## src/rtl/seq_pkg.sv

```systemverilog
package seq_pkg;

  localparam int STEP_W = 4;
  localparam int OPC_W  = 3;

  // Fixed step indices of the fetch/decode prelude
  localparam int STEP_ADDR   = 0;
  localparam int STEP_FETCH  = 1;
  localparam int STEP_DECODE = 2;
  localparam int STEP_SORT   = 3;

  // Bus source codes; values are decoded by the bus multiplexer
  typedef enum logic [2:0] {
    SRC_NONE = 3'd0,
    SRC_AR   = 3'd1,
    SRC_PC   = 3'd2,
    SRC_DR   = 3'd3,
    SRC_AC   = 3'd4,
    SRC_IR   = 3'd5,
    SRC_TR   = 3'd6,
    SRC_MEM  = 3'd7
  } bus_src_t;

  typedef struct packed {
    logic mem_rd;
    logic ar_ld;
    logic ir_ld;
    logic pc_inr;
  } strobe_t;

endpackage

```

## src/rtl/onehot_dec.sv

```systemverilog
module onehot_dec #(
  parameter int IN_W = 3
) (
  input  logic [IN_W-1:0]       sel,
  output logic [(1<<IN_W)-1:0]  hot
);
  localparam int N = 1 << IN_W;

  for (genvar i = 0; i < N; i++) begin : g_line
    assign hot[i] = (sel == IN_W'(i));
  end
endmodule

```

## src/rtl/step_counter.sv

```systemverilog
module step_counter #(
  parameter int W = 4
) (
  input  logic         clk,
  input  logic         rst,
  input  logic         halt,
  input  logic         clr,
  output logic [W-1:0] cnt
);
  localparam logic [W-1:0] LAST = '1;

  always_ff @(posedge clk) begin
    if (rst)       cnt <= '0;
    else if (halt) cnt <= cnt;
    else if (clr)  cnt <= '0;
    else           cnt <= cnt + 1'b1;
  end


  reset_zero_chk: assert property (@(posedge clk) rst |=> (cnt == '0));


  advance_chk: assert property (@(posedge clk) disable iff (rst)
    (!halt && !clr) |=> (cnt == W'($past(cnt) + 1'b1)));


  wrap_chk: assert property (@(posedge clk) disable iff (rst)
    (!halt && !clr && cnt == LAST) |=> (cnt == '0));


  clear_chk: assert property (@(posedge clk) disable iff (rst)
    (clr && !halt) |=> (cnt == '0));


  freeze_chk: assert property (@(posedge clk) disable iff (rst)
    halt |=> $stable(cnt));
endmodule

```

## src/rtl/fetch_ctrl.sv

```systemverilog
module fetch_ctrl
  import seq_pkg::*;
#(
  parameter int OPC_W = 3
) (
  input  logic                    clk,
  input  logic                    rst,
  input  logic                    halt,
  input  logic [3:0]              t_early,
  input  logic [OPC_W:0]          ir_hi,
  output logic [(1<<OPC_W)-1:0]   op_line,
  output logic                    ind_flag,
  output bus_src_t                bus_sel,
  output strobe_t                 stb,
  output logic                    is_regref,
  output logic                    is_io,
  output logic                    is_memref
);
  localparam int OPS = 1 << OPC_W;
  localparam int TOP = OPS - 1;

  logic [OPS-1:0] op_hot;
  logic           act;

  onehot_dec #(.IN_W(OPC_W)) u_opdec (
    .sel (ir_hi[OPC_W-1:0]),
    .hot (op_hot)
  );

  assign act = !rst && !halt;

  always_comb begin
    bus_sel = SRC_NONE;
    stb     = '0;
    if (act) begin
      if (t_early[STEP_ADDR]) begin
        bus_sel   = SRC_PC;
        stb.ar_ld = 1'b1;
      end
      if (t_early[STEP_FETCH]) begin
        bus_sel    = SRC_MEM;
        stb.mem_rd = 1'b1;
        stb.ir_ld  = 1'b1;
        stb.pc_inr = 1'b1;
      end
      if (t_early[STEP_DECODE]) begin
        bus_sel   = SRC_IR;
        stb.ar_ld = 1'b1;
      end
    end
  end

  always_ff @(posedge clk) begin
    if (rst) begin
      op_line  <= '0;
      ind_flag <= 1'b0;
    end else if (act && t_early[STEP_DECODE]) begin
      op_line  <= op_hot;
      ind_flag <= ir_hi[OPC_W];
    end
  end

  assign is_regref = t_early[STEP_SORT] &&  op_line[TOP] && !ind_flag;
  assign is_io     = t_early[STEP_SORT] &&  op_line[TOP] &&  ind_flag;
  assign is_memref = t_early[STEP_SORT] && !op_line[TOP];


  addr_step_chk: assert property (@(posedge clk) disable iff (rst)
    (t_early[STEP_ADDR] && !halt) |-> (bus_sel == SRC_PC && stb == strobe_t'(4'b0100)));


  fetch_step_chk: assert property (@(posedge clk) disable iff (rst)
    (t_early[STEP_FETCH] && !halt) |-> (bus_sel == SRC_MEM && stb == strobe_t'(4'b1011)));


  decode_bus_chk: assert property (@(posedge clk) disable iff (rst)
    (t_early[STEP_DECODE] && !halt) |-> (bus_sel == SRC_IR && stb == strobe_t'(4'b0100)));


  decode_latch_chk: assert property (@(posedge clk) disable iff (rst)
    (t_early[STEP_DECODE] && !halt) |=>
      (op_line[$past(ir_hi[OPC_W-1:0])] && $countones(op_line) == 1
       && ind_flag == $past(ir_hi[OPC_W])));


  hold_lines_chk: assert property (@(posedge clk) disable iff (rst)
    !(t_early[STEP_DECODE] && !halt) |=> ($stable(op_line) && $stable(ind_flag)));


  halt_quiet_chk: assert property (@(posedge clk) disable iff (rst)
    halt |-> (stb == '0 && bus_sel == SRC_NONE));


  sort_one_chk: assert property (@(posedge clk) disable iff (rst)
    t_early[STEP_SORT] |-> ($countones({is_regref, is_io, is_memref}) == 1));


  sort_idle_chk: assert property (@(posedge clk) disable iff (rst)
    !t_early[STEP_SORT] |-> ({is_regref, is_io, is_memref} == 3'b000));


  late_idle_chk: assert property (@(posedge clk) disable iff (rst)
    !(t_early[STEP_ADDR] || t_early[STEP_FETCH] || t_early[STEP_DECODE])
      |-> (stb == '0 && bus_sel == SRC_NONE));
endmodule

```

## src/rtl/phase_sequencer.sv

```systemverilog
module phase_sequencer
  import seq_pkg::*;
#(
  parameter int STEP_W = seq_pkg::STEP_W,
  parameter int OPC_W  = seq_pkg::OPC_W
) (
  input  logic                   clk,
  input  logic                   rst,
  input  logic                   halt,
  input  logic                   sc_clear,
  input  logic [OPC_W:0]         ir_hi,
  output logic [(1<<STEP_W)-1:0] step_line,
  output logic [(1<<OPC_W)-1:0]  op_line,
  output logic                   ind_flag,
  output logic [2:0]             bus_sel,
  output logic                   mem_rd,
  output logic                   ar_ld,
  output logic                   ir_ld,
  output logic                   pc_inr,
  output logic                   pc_clr,
  output logic                   is_regref,
  output logic                   is_io,
  output logic                   is_memref
);
  localparam int STEPS = 1 << STEP_W;

  logic [STEP_W-1:0] cnt;
  bus_src_t          bus_q;
  strobe_t           stb;

  step_counter #(.W(STEP_W)) u_cnt (
    .clk  (clk),
    .rst  (rst),
    .halt (halt),
    .clr  (sc_clear),
    .cnt  (cnt)
  );

  onehot_dec #(.IN_W(STEP_W)) u_stepdec (
    .sel (cnt),
    .hot (step_line)
  );

  fetch_ctrl #(.OPC_W(OPC_W)) u_fetch (
    .clk       (clk),
    .rst       (rst),
    .halt      (halt),
    .t_early   (step_line[3:0]),
    .ir_hi     (ir_hi),
    .op_line   (op_line),
    .ind_flag  (ind_flag),
    .bus_sel   (bus_q),
    .stb       (stb),
    .is_regref (is_regref),
    .is_io     (is_io),
    .is_memref (is_memref)
  );

  assign bus_sel = bus_q;
  assign mem_rd  = stb.mem_rd;
  assign ar_ld   = stb.ar_ld;
  assign ir_ld   = stb.ir_ld;
  assign pc_inr  = stb.pc_inr;
  assign pc_clr  = rst;


  step_onehot_chk: assert property (@(posedge clk) disable iff (rst)
    ($countones(step_line) == 1));


  reset_quiet_chk: assert property (@(posedge clk)
    rst |-> (pc_clr && !mem_rd && !ar_ld && !ir_ld && !pc_inr && bus_sel == 3'd0));


  reset_lines_chk: assert property (@(posedge clk)
    rst |=> (step_line[0] && op_line == '0 && !ind_flag));


  halt_hold_chk: assert property (@(posedge clk) disable iff (rst)
    halt |=> (step_line == $past(step_line) && op_line == $past(op_line)));

  initial begin
    if (STEPS < 4) $error("phase_sequencer needs at least four steps");
  end
endmodule

```

## config.mk

```make
export PLATFORM = sky130hd
export DESIGN_NAME = phase_sequencer
export DESIGN_NICKNAME = d
export VERILOG_FILES = /design/src/rtl/seq_pkg.sv /design/src/rtl/onehot_dec.sv /design/src/rtl/step_counter.sv /design/src/rtl/fetch_ctrl.sv /design/src/rtl/phase_sequencer.sv
export SDC_FILE = /design/constraint.sdc
export NUM_CORES = 1
export LEC_CHECK = 0
export CELL_PAD_IN_SITES_DETAIL_PLACEMENT = 1
export CELL_PAD_IN_SITES_GLOBAL_PLACEMENT = 1
export CORE_ASPECT_RATIO = 1.2
export CORE_MARGIN = 3
export CORE_UTILIZATION = 44
export CTS_CLUSTER_DIAMETER = 150
export DETAILED_ROUTE_END_ITERATION = 8
export DONT_BUFFER_PORTS = 1
export PLACE_DENSITY_LB_ADDON = 0.1
export SYNTH_ARGS = -nofsm -noshare
export SYNTH_HDL_FRONTEND = slang
export SYNTH_SLANG_ARGS = --single-unit
```

## constraint.sdc

```tcl
create_clock -name clk -period 5.1 [get_ports clk]
set_clock_uncertainty 0.15 [all_clocks]
set_input_delay 0.765 -clock clk [delete_from_list [all_inputs] [get_ports clk]]
set_output_delay 0.765 -clock clk [all_outputs]
set_load 0.05 [all_outputs]
```

Word-level counts from Yosys, hierarchy flattened
Index checks and enable logic that the tools add are counted.

Register bits: 13. Output and inout port bits: 36.

Add/subtract/negate cells: 1. Equal/unequal tests: 22. Muxes and demuxes: 10. Reductions and logical operators: 12.

Operator list (number): 4-bit == test, second input constant (8); 4-bit by 3-bit == test with 1-bit output, second input constant (4); 3-bit == test, second input constant (4); 3-bit 2-to-1 mux (3); 4-bit by 2-bit == test with 1-bit output, second input constant (2); 4-bit 2-to-1 mux (2); 3-bit by 2-bit == test with 1-bit output, second input constant (2); 1-bit logical AND (6); 4-bit by 1-bit adder with 4-bit output, second input constant (1); 4-bit by 1-bit == test with 1-bit output, second input constant (1); 1-bit logical NOT (4); 4-bit logical NOT (1); 2-bit 2-to-1 mux (2); 3-bit by 1-bit == test with 1-bit output, second input constant (1); 3-bit logical NOT (1); 1-bit 2-to-1 mux (3).

Longest topological paths before layout
Gate-level depths: netlist of the first run.

Depth after elaboration: 5. Mapped depth: 6. Depth with buffers taken out: 5.

Cells and area by module
A second synthesis of the first run with hierarchy kept.

Cell total of the unflattened synthesis: 104. Area, all modules: 1017.2 µm².

By module, submodules not included: fetch_ctrl (times used 1, cells an instance 55, area each 543.0 µm², sequential area each 180.2 µm²); onehot_dec at u_stepdec (times used 1, cells an instance 20, area each 226.5 µm², sequential area each 0.0 µm²); step_counter (times used 1, cells an instance 20, area each 175.2 µm², sequential area each 80.1 µm²); onehot_dec at u_fetch.u_opdec (times used 1, cells an instance 8, area each 65.1 µm², sequential area each 0.0 µm²); phase_sequencer (times used 1, cells an instance 1, area each 7.5 µm², sequential area each 0.0 µm²).

Worst setup path before layout of the first run
No wires, ideal clock.

Path kind: input to output. Start point: input halt. End point: output bus_sel[2]. Data arrival time: 2.706 ns. Slack: 1.479 ns. Stages: 5. Buffers on the path: 2. Cells stage by stage: buf_6 > nor4_1 > and2_1 > or2_2 > buf_4.

Longest elaborated chain between the ends: 3.

RTL lines: start: declaration (line phase_sequencer.sv:9) `input logic halt,`; 1-bit logical NOT (line fetch_ctrl.sv:30) `assign act = !rst && !halt;`; 1-bit logical AND (line fetch_ctrl.sv:30); 3-bit 2-to-1 mux (line fetch_ctrl.sv:35) `if (act) begin`; end: declaration (line phase_sequencer.sv:15) `output logic [2:0] bus_sel,`.

Every way passes these cells.

Worst setup path after layout of the first run
Same ends and word-level chain as after synthesis.

==> impl_metrics.json, run 1 <==
{
  "p_leak_nw": 0.331,
  "p_total_mw": 0.194,
  "nFillCells": 220,
  "cp-end-kind": "output pin",
  "clock-sinks": 13,
  "hp-class": "in2reg",
  "htree_levels": 1,
  "ctsRootBufferMaster": "clkbuf_4",
  "setup_viol": 0,
  "hold_ws_ps": 401,
  "drc": 0,
  "cp.arrival_ps": 2720,
  "relSlewSlack_pct": 34.8,
  "routabilityCongestion": 0.743,
  "ir_drop_v": 0.000140,
  "layout-drive-gt1-share_pct": 7.48,
  "drtIter0Drc": 5,
  "grt_pass1_vias": 746,
  "async_flop_share_pct": 0,
  "crit_buf_inv": 1,
  "synth_top_flop_cell": "dfxtp_1",
  "start_util_pct": 49.0,
  "cts_inserted_buffers": 3,
  "finalInstanceArea_um2": 845,
  "placementRows": 16,
  "crit_family": "simple AND/OR/NAND/NOR gates",
  "ant_nets": 0,
  "syn_nets": 122,
  "viasPerCell": 6.00,
  "seqPwrFrac_pct": 53.6,
  "cp_slowest_stage_delay_ps": 810,
  "grt_max_degree": 17,
  "routed_wirelength_um": 2070,
  "post-route-period-util_pct": 71.2,
  "yosysUniqueCellTypes": 27,
  "die-area_um2": 2460,
  "required_ps": 4180,
  "netlist_area_um2": 835,
  "finalNonFillerCells": 125,
  "postPlaceCellArea_um2": 818,
  "utilization_pct": 49.6,
  "p_int_mw": 0.139,
  "clockBufferDepth": 2,
  "setup_tns_ps": 0,
  "finalHoldViolations": 0,
  "cap_viol_max_count": 0,
  "grt_antenna_before_repair": 0,
  "worst_slew_pin_slew_ps": 969,
  "antennaDiodeCount": 0,
  "finalWorstSetupSlack_ps": 1470,
  "path_clk_slew_ps": 80,
  "synth_edf_count": 0,
  "core-area_um2": 1700,
  "cp_cell_sequence": "nor4_1, and2_1, buf_4, or2_2",
  "run_status": "finished, final reports clean",
  "dp.cells": 121,
  "fmax_mhz": 275,
  "postSynthCellCount": 110,
  "port-buffer-count": 0,
  "dp.final_hpwl_um": 1460,
  "wire_per_inst_um": 16.5,
  "switching_share_pct": 28.3,
  "cp_max_fo": 10,
  "track_usage_pct": 18.4,
  "io_pins": 44,
  "place_ws_ps": 1470,
  "powerDensity_nw_per_um2": 230,
  "die_y_um": 53.7,
  "first_pass_iters": 4,
  "grt_pass1_wl_um": 3370,
  "yosysSeqAreaShare_pct": 31.2,
  "grt_setup_unrepaired": "false",
  "die_w_um": 45.8,
  "report.final.slew_viol_count": 0,
  "finalCriticalPeriod_ps": 3630,
  "cts_tree": "built",
  "area_growth_pct": 1.20,
  "final_common_cell": "dfxtp_1",
  "cts_setup_buffers": 0,
  "p_sw_mw": 0.0549,
  "final_cell_mix": "dfxtp_1 (13), and2_1 (12), nor2_1 (11), o21ai_0 (10), a21oi_1 (9)",
  "avgSynthCellArea_um2": 7.59,
  "startpoint_type": "input pin",
  "cts_hold_buf": 0,
  "vias": 750,
  "yosysWarnings": 0,
  "post_cts_resized": 0,
  "power_frac_comb_pct": 13.4,
  "overflow": 0,
  "slowest_stage": "nor4_1",
  "crit_type": "in2out",
  "power.share.clock_pct": 33.0,
  "synth-seq-cells": 13,
  "clkLatencyLatePin_ps": 270,
  "layout.nets": 120
}
==> power groups by stage <==
stage,logic (mW),clock network (mW),registers [mW]
2_1_floorplan,0.0276,0,0.106
3_3_place_gp,0.0255,0,0.106
3_5_place_dp,0.0261,0,0.106
4_1_cts,0.0262,0.0667,0.104
5_1_grt,0.0284,0.0719,0.104
6_report,0.0260,0.0641,0.104
==> registers in the layout, summed over array words and instances (netlist names) <==
register          flops
u_fetch.op_line       8
u_cnt.cnt             4
u_fetch.ind_flag      1
==> layout make-up <==
cell class	instances	area (um2)	share of cell area, %
Sequential cell	13	260	30.8
Multi-Input combinational cell	84	502	59.4
Inverter	3	11.3	1.33
Timing Repair Buffer	3	22.5	2.67
Clock buffer	4	26.3	3.11
Tap cell	18	22.5	2.67
==> per-layer routing <==
| metal | wire length (um) | vias to the layer above | GRT usage, % | part of all wire (%) |
|---|---|---|---|---|
| met5 | 0 | - | 0 | 0 |
| met4 | 9 | 0 | 5.69 | 0.44 |
| met3 | 193 | 2 | 6.02 | 9.3 |
| met2 | 956 | 31 | 29.8 | 46 |
| met1 | 906 | 346 | 23.0 | 44 |
| li1 | - | 371 | - | - |
==> synth_stat cells (2+ instances only) <==
cell type | count | area share, %
nor3_1 | 4 | 2.4
and3_1 | 6 | 4.5
nand3_1 | 4 | 2.4
nor2b_1 | 3 | 2.2
buf_4 | 4 | 3.6
nor2_1 | 11 | 4.9
dfxtp_1 | 13 | 31
nand2_1 | 2 | 0.90
nand2b_1 | 4 | 3.0
nand4_1 | 3 | 2.2
clkbuf_1 | 4 | 1.8
nor3b_1 | 2 | 1.8
ha_1 | 4 | 6.0
or4_1 | 3 | 2.7
o21ai_0 | 10 | 6.0
a21oi_1 | 9 | 5.4
inv_1 | 3 | 1.3
and2_1 | 12 | 9.0
==> path summary, 6_finish.rpt <==
check	startpoint	end	slack, ps	depth (start not counted)
hold / removal	rst	u_cnt.cnt[2]	400	1
setup / recovery	halt	bus_sel[2]	1470	4
setup reg to reg	u_cnt.cnt[0]	u_fetch.op_line[5]	3040	5
hold reg to reg	u_cnt.cnt[1]	u_cnt.cnt[3]	430	2
==> logic make-up (layout without fill, tap and decap cells) <==
logic type / Yosys count / count (layout) / share of synthesized area, %
multiplexers: 1 / 1 / 1.20
AO/OA/AOI/OAI: 20 / 20 / 12.1
AND/OR/NAND/NOR: 59 / 59 / 40.8
flip-flops: 13 / 13 / 31.2
adder cells (fa/ha/maj): 4 / 4 / 6.00
buffers and inverters: 13 / 10 / 8.69
==> worst register-to-register path, delay by kind of cell, from the launching register on <==
kind	cells	cell delay, ps
AOI/OAI and AO/OA	1	140
adders and majority gates	1	400
buffers and inverters	2	350
DFF	1	380
and+or+nand+nor	1	570
Power figures use the tool's default switching activity.
==> run 2, diff against run 1 <==
- CORE_UTILIZATION: 44 -> 41
- clock period: 5.1 -> 3.45 ns (I/O delays scaled with it)
==> run 2 against run 1 <==
Setup slack got worse by 770 ps. Via count increased by 6.0%. Core utilization decreased by 2.7 points. Hold slack got worse by 240 ps. Critical path depth decreased by 1. Sequential cell count unchanged. Die area increased by 6.4%. Global-route usage decreased by 1.8 points. Critical endpoint is now is_io. Register-to-register slack got worse by 1700 ps. Final area increased by 5.2%.
==> impl_metrics.json, run 2 (synthesis gave the netlist of run 1 again) <==
{
  "largest-register": "u_fetch.op_line",
  "required_ps": 2780,
  "first_pass_iters": 2,
  "cts_hold_buf": 0,
  "powerDensity_nw_per_um2": 322,
  "dr_wl_met2_um": 927,
  "cts_inserted_buffers": 3,
  "port-buffer-count": 0,
  "start_util_pct": 44.1,
  "setup_viol": 0,
  "path_clk_slew_ps": 80,
  "fmax_mhz": 363,
  "final_common_cell": "dfxtp_1",
  "finalHoldViolations": 0,
  "vias": 795,
  "cp-end-kind": "output pin",
  "startpoint_type": "flop",
  "worst_slew_pin_slew_ps": 885,
  "layout-drive-gt1-share_pct": 10.8,
  "relSlewSlack_pct": 40.8,
  "finalWorstSetupSlack_ps": 698,
  "clockBufferDepth": 2,
  "placementRows": 17,
  "htree_levels": 1,
  "utilization_pct": 46.9,
  "grt_pass1_wl_um": 3300,
  "top_layer_used": "met4",
  "track_usage_pct": 16.6,
  "routabilityCongestion": 0.731,
  "setup_tns_ps": 0,
  "hold_ws_ps": 159,
  "run_status": "finished, final reports clean",
  "p_total_mw": 0.286,
  "crit_start": "u_cnt.cnt[0]",
  "report.final.slew_viol_count": 0,
  "cap_viol_max_count": 0,
  "crit_type": "reg2out",
  "cts_tree": "built",
  "antennaDiodeCount": 0,
  "area_growth_pct": 6.45,
  "nFillCells": 247,
  "die_y_um": 55.4,
  "drc": 0,
  "viasPerCell": 6.12,
  "r2r-start": "u_cnt.cnt[0]",
  "place_ws_ps": 942,
  "overflow": 0,
  "min_from": "rst",
  "grt_setup_unrepaired": "false",
  "die-area_um2": 2610,
  "p_leak_nw": 0.355,
  "core-area_um2": 1890,
  "die_w_um": 47.2,
  "cp_max_fo": 7,
  "hp-class": "in2reg",
  "largest_reg_flops": 8,
  "ctsRootBufferMaster": "clkbuf_4",
  "post-route-period-util_pct": 79.8,
  "layout.nets": 124,
  "met1Wirelength_um": 882,
  "drtIter0Drc": 7,
  "final_cell_mix": "dfxtp_1 (13), and2_1 (12), nor2_1 (11), o21ai_0 (10), a21oi_1 (9)",
  "route.met3.wl_um": 201,
  "cts_setup_buffers": 0,
  "clkLatencyLatePin_ps": 270,
  "grt_pass1_vias": 745,
  "top_regs": "u_fetch.op_line: 8 flops, u_cnt.cnt: 4 flops, u_fetch.ind_flag: 1 flops",
  "dp.final_hpwl_um": 1520,
  "wire_per_inst_um": 15.6,
  "grt_max_degree": 17,
  "clock-sinks": 13,
  "ant_nets": 0,
  "cp.arrival_ps": 2080,
  "io_pins": 44,
  "finalCriticalPeriod_ps": 2750,
  "routed_wirelength_um": 2030,
  "ir_drop_v": 0.000259,
  "post_cts_resized": 0,
  "grt_antenna_before_repair": 0
}
## run 2: changes by cell type in the layout (fill, tap and decap cells not counted), sizes merged
cell	change
buf	+4
## run 2: through the flow
step | cells | area [um2]
after floorplan | 110 | 835
after global placement | 126 | 862
after detailed placement | 126 | 862
after CTS | 130 | 888
after global routing | 130 | 888
final | 130 | 888
## run 2: final cells by class
cell class,instances,area (um2),share of cell area (%)
timing repair buffer,7,65.1,7.32
tap,19,23.8,2.68
clock buffer,4,26.3,2.96
multi-input combinational,84,502,56.5
sequential,13,260,29.3
inverter,3,11.3,1.27
## run 2: metal layers
metal / GRT usage [%] / vias to the layer above
met5: 0 / -
met4: 2.37 / 0
met3: 7.49 / 2
met2: 25.4 / 37
met1: 21.7 / 376
li1: - / 380
## run 2: final timing paths
kind / endpoint / slack, ps / cells after the start
max: is_io / 700 / 3
min: u_cnt.cnt[2] / 160 / 1
max reg2reg: u_fetch.op_line[5] / 1390 / 5
min reg2reg: u_cnt.cnt[3] / 420 / 2
## run 2: power breakdown
part / switching (mW) / internal [mW]
clock: 0.0451 / 0.0448
combinational: 0.0295 / 0.0128
sequential: 0.00249 / 0.151
## run 2: worst max-delay path, cell delays in order, from the launching register on
cell and delay (ps):
dfxtp_1 430, ha_1 310, and2_1 520, and3_1 550
==> run 3, diff against run 2 <==
- clock period: 3.45 -> 2.8 ns (I/O delays scaled with it)
==> run 3 against run 2 <==
Clock power increased by 29%. Combinational power increased by 24%. Clock-buffer cell count unchanged. Highest routed layer unchanged.
==> impl_metrics.json, run 3 (synthesis gave the netlist of run 1 again) <==
{
  "required_ps": 2230,
  "ir_drop_v": 0.000270,
  "finalHoldViolations": 0,
  "finalNonFillerCells": 133,
  "dp.cells": 129,
  "post-route-period-util_pct": 93.2,
  "cts_tree": "built",
  "p_leak_nw": 0.374,
  "dp.final_hpwl_um": 1620,
  "ctsRootBufferMaster": "clkbuf_4",
  "hold_ws_ps": 56.4,
  "regArea_um2": 260,
  "top_regs": "u_fetch.op_line: 8 flops, u_cnt.cnt: 4 flops, u_fetch.ind_flag: 1 flops",
  "layout-drive-gt1-share_pct": 14.9,
  "crit_type": "reg2out",
  "die_w_um": 47.2,
  "track_usage_pct": 17.2,
  "grt_antenna_before_repair": 0,
  "cts_setup_buffers": 0,
  "top_layer_used": "met4",
  "powerDensity_nw_per_um2": 390,
  "finalWorstSetupSlack_ps": 191,
  "met1Wirelength_um": 926,
  "crit_buf_inv": 1,
  "routed_wirelength_um": 2100,
  "setup_viol": 0,
  "clock-sinks": 13,
  "die_y_um": 55.4,
  "relSlewSlack_pct": 59.8,
  "clockBufferDepth": 2,
  "finalInstanceArea_um2": 917,
  "grt_pass1_wl_um": 3370,
  "clkLatencyLatePin_ps": 270,
  "drtIter0Drc": 5,
  "cap_viol_max_count": 0,
  "io_pins": 44,
  "crit_family": "simple AND/OR/NAND/NOR gates",
  "utilization_pct": 48.4,
  "cp.arrival_ps": 2040,
  "largest_reg_flops": 8,
  "cp_cell_sequence": "or4_1, nor2_1, or2_2, buf_12",
  "area_growth_pct": 9.90,
  "nFillCells": 251,
  "p_total_mw": 0.358,
  "slowest_stage": "or4_1",
  "ant_nets": 0,
  "antennaDiodeCount": 0,
  "start_util_pct": 44.1,
  "viasPerCell": 5.80,
  "postPlaceCellArea_um2": 891,
  "cp_max_fo": 12,
  "overflow": 0,
  "wire_per_inst_um": 15.8,
  "dr_wl_met2_um": 957,
  "final_common_cell": "dfxtp_1",
  "htree_levels": 1,
  "path_clk_slew_ps": 80,
  "largest-register": "u_fetch.op_line",
  "multiInputGateArea_um2": 508,
  "cts_inserted_buffers": 3,
  "first_pass_iters": 2,
  "setup_tns_ps": 0,
  "worst_slew_pin_slew_ps": 602,
  "place_ws_ps": 471,
  "drc": 0,
  "run_status": "finished, final reports clean",
  "grt_setup_unrepaired": "false",
  "grt_max_degree": 17,
  "placementRows": 17,
  "final_cell_mix": "dfxtp_1 (13), nor2_1 (11), and2_1 (11), o21ai_0 (10)",
  "layout.nets": 127,
  "vias": 771,
  "core-area_um2": 1890,
  "cp-end-kind": "output pin",
  "hp-class": "in2reg",
  "routabilityCongestion": 0.729,
  "die-area_um2": 2610,
  "finalCriticalPeriod_ps": 2610,
  "post_cts_resized": 0,
  "cp_slowest_stage_delay_ps": 710,
  "grt_pass1_vias": 729,
  "fmax_mhz": 383,
  "port-buffer-count": 0,
  "route.met3.wl_um": 202,
  "startpoint_type": "flop",
  "cts_hold_buf": 0,
  "report.final.slew_viol_count": 0
}
run 3: changes by cell type in the layout (fill, tap and decap cells not counted), sizes merged:
cell,before,now
buf,7,10
run 3: where the power goes:
part           leakage (nW)  switching, mW  internal (mW)
registers             0.105        0.00336          0.186
clock network        0.0150         0.0612         0.0551
logic                 0.254         0.0360         0.0162
total                 0.374          0.101          0.257
run 3: worst paths after layout:
check | startpoint | end | slack (ps) | depth (start not counted)
min | rst | u_fetch.op_line[4] | 60 | 1
max | u_cnt.cnt[3] | bus_sel[2] | 190 | 4
min reg2reg | u_cnt.cnt[1] | u_cnt.cnt[3] | 450 | 2
max reg2reg | u_cnt.cnt[3] | u_fetch.op_line[5] | 810 | 3
run 3: routing by layer:
layer / up-vias / global-route usage, %
met5: - / 0
met4: 0 / 3.56
met3: 2 / 7.17
met2: 38 / 26.2
met1: 346 / 22.4
li1: 385 / -
run 3: worst reg2reg max path: cells and delay by family (launching register included):
kind	cells	cell delay [ps]
DFF	1	400
AOI/OAI and AO/OA	1	130
and+or+nand+nor	2	1240
run 3: final cells by class:
cell class	count	share of cell area (%)
timing repair buffer	10	9.55
inverter	3	1.23
clock buffer	4	2.86
tap	19	2.59
multi-input combinational	84	55.4
sequential	13	28.4
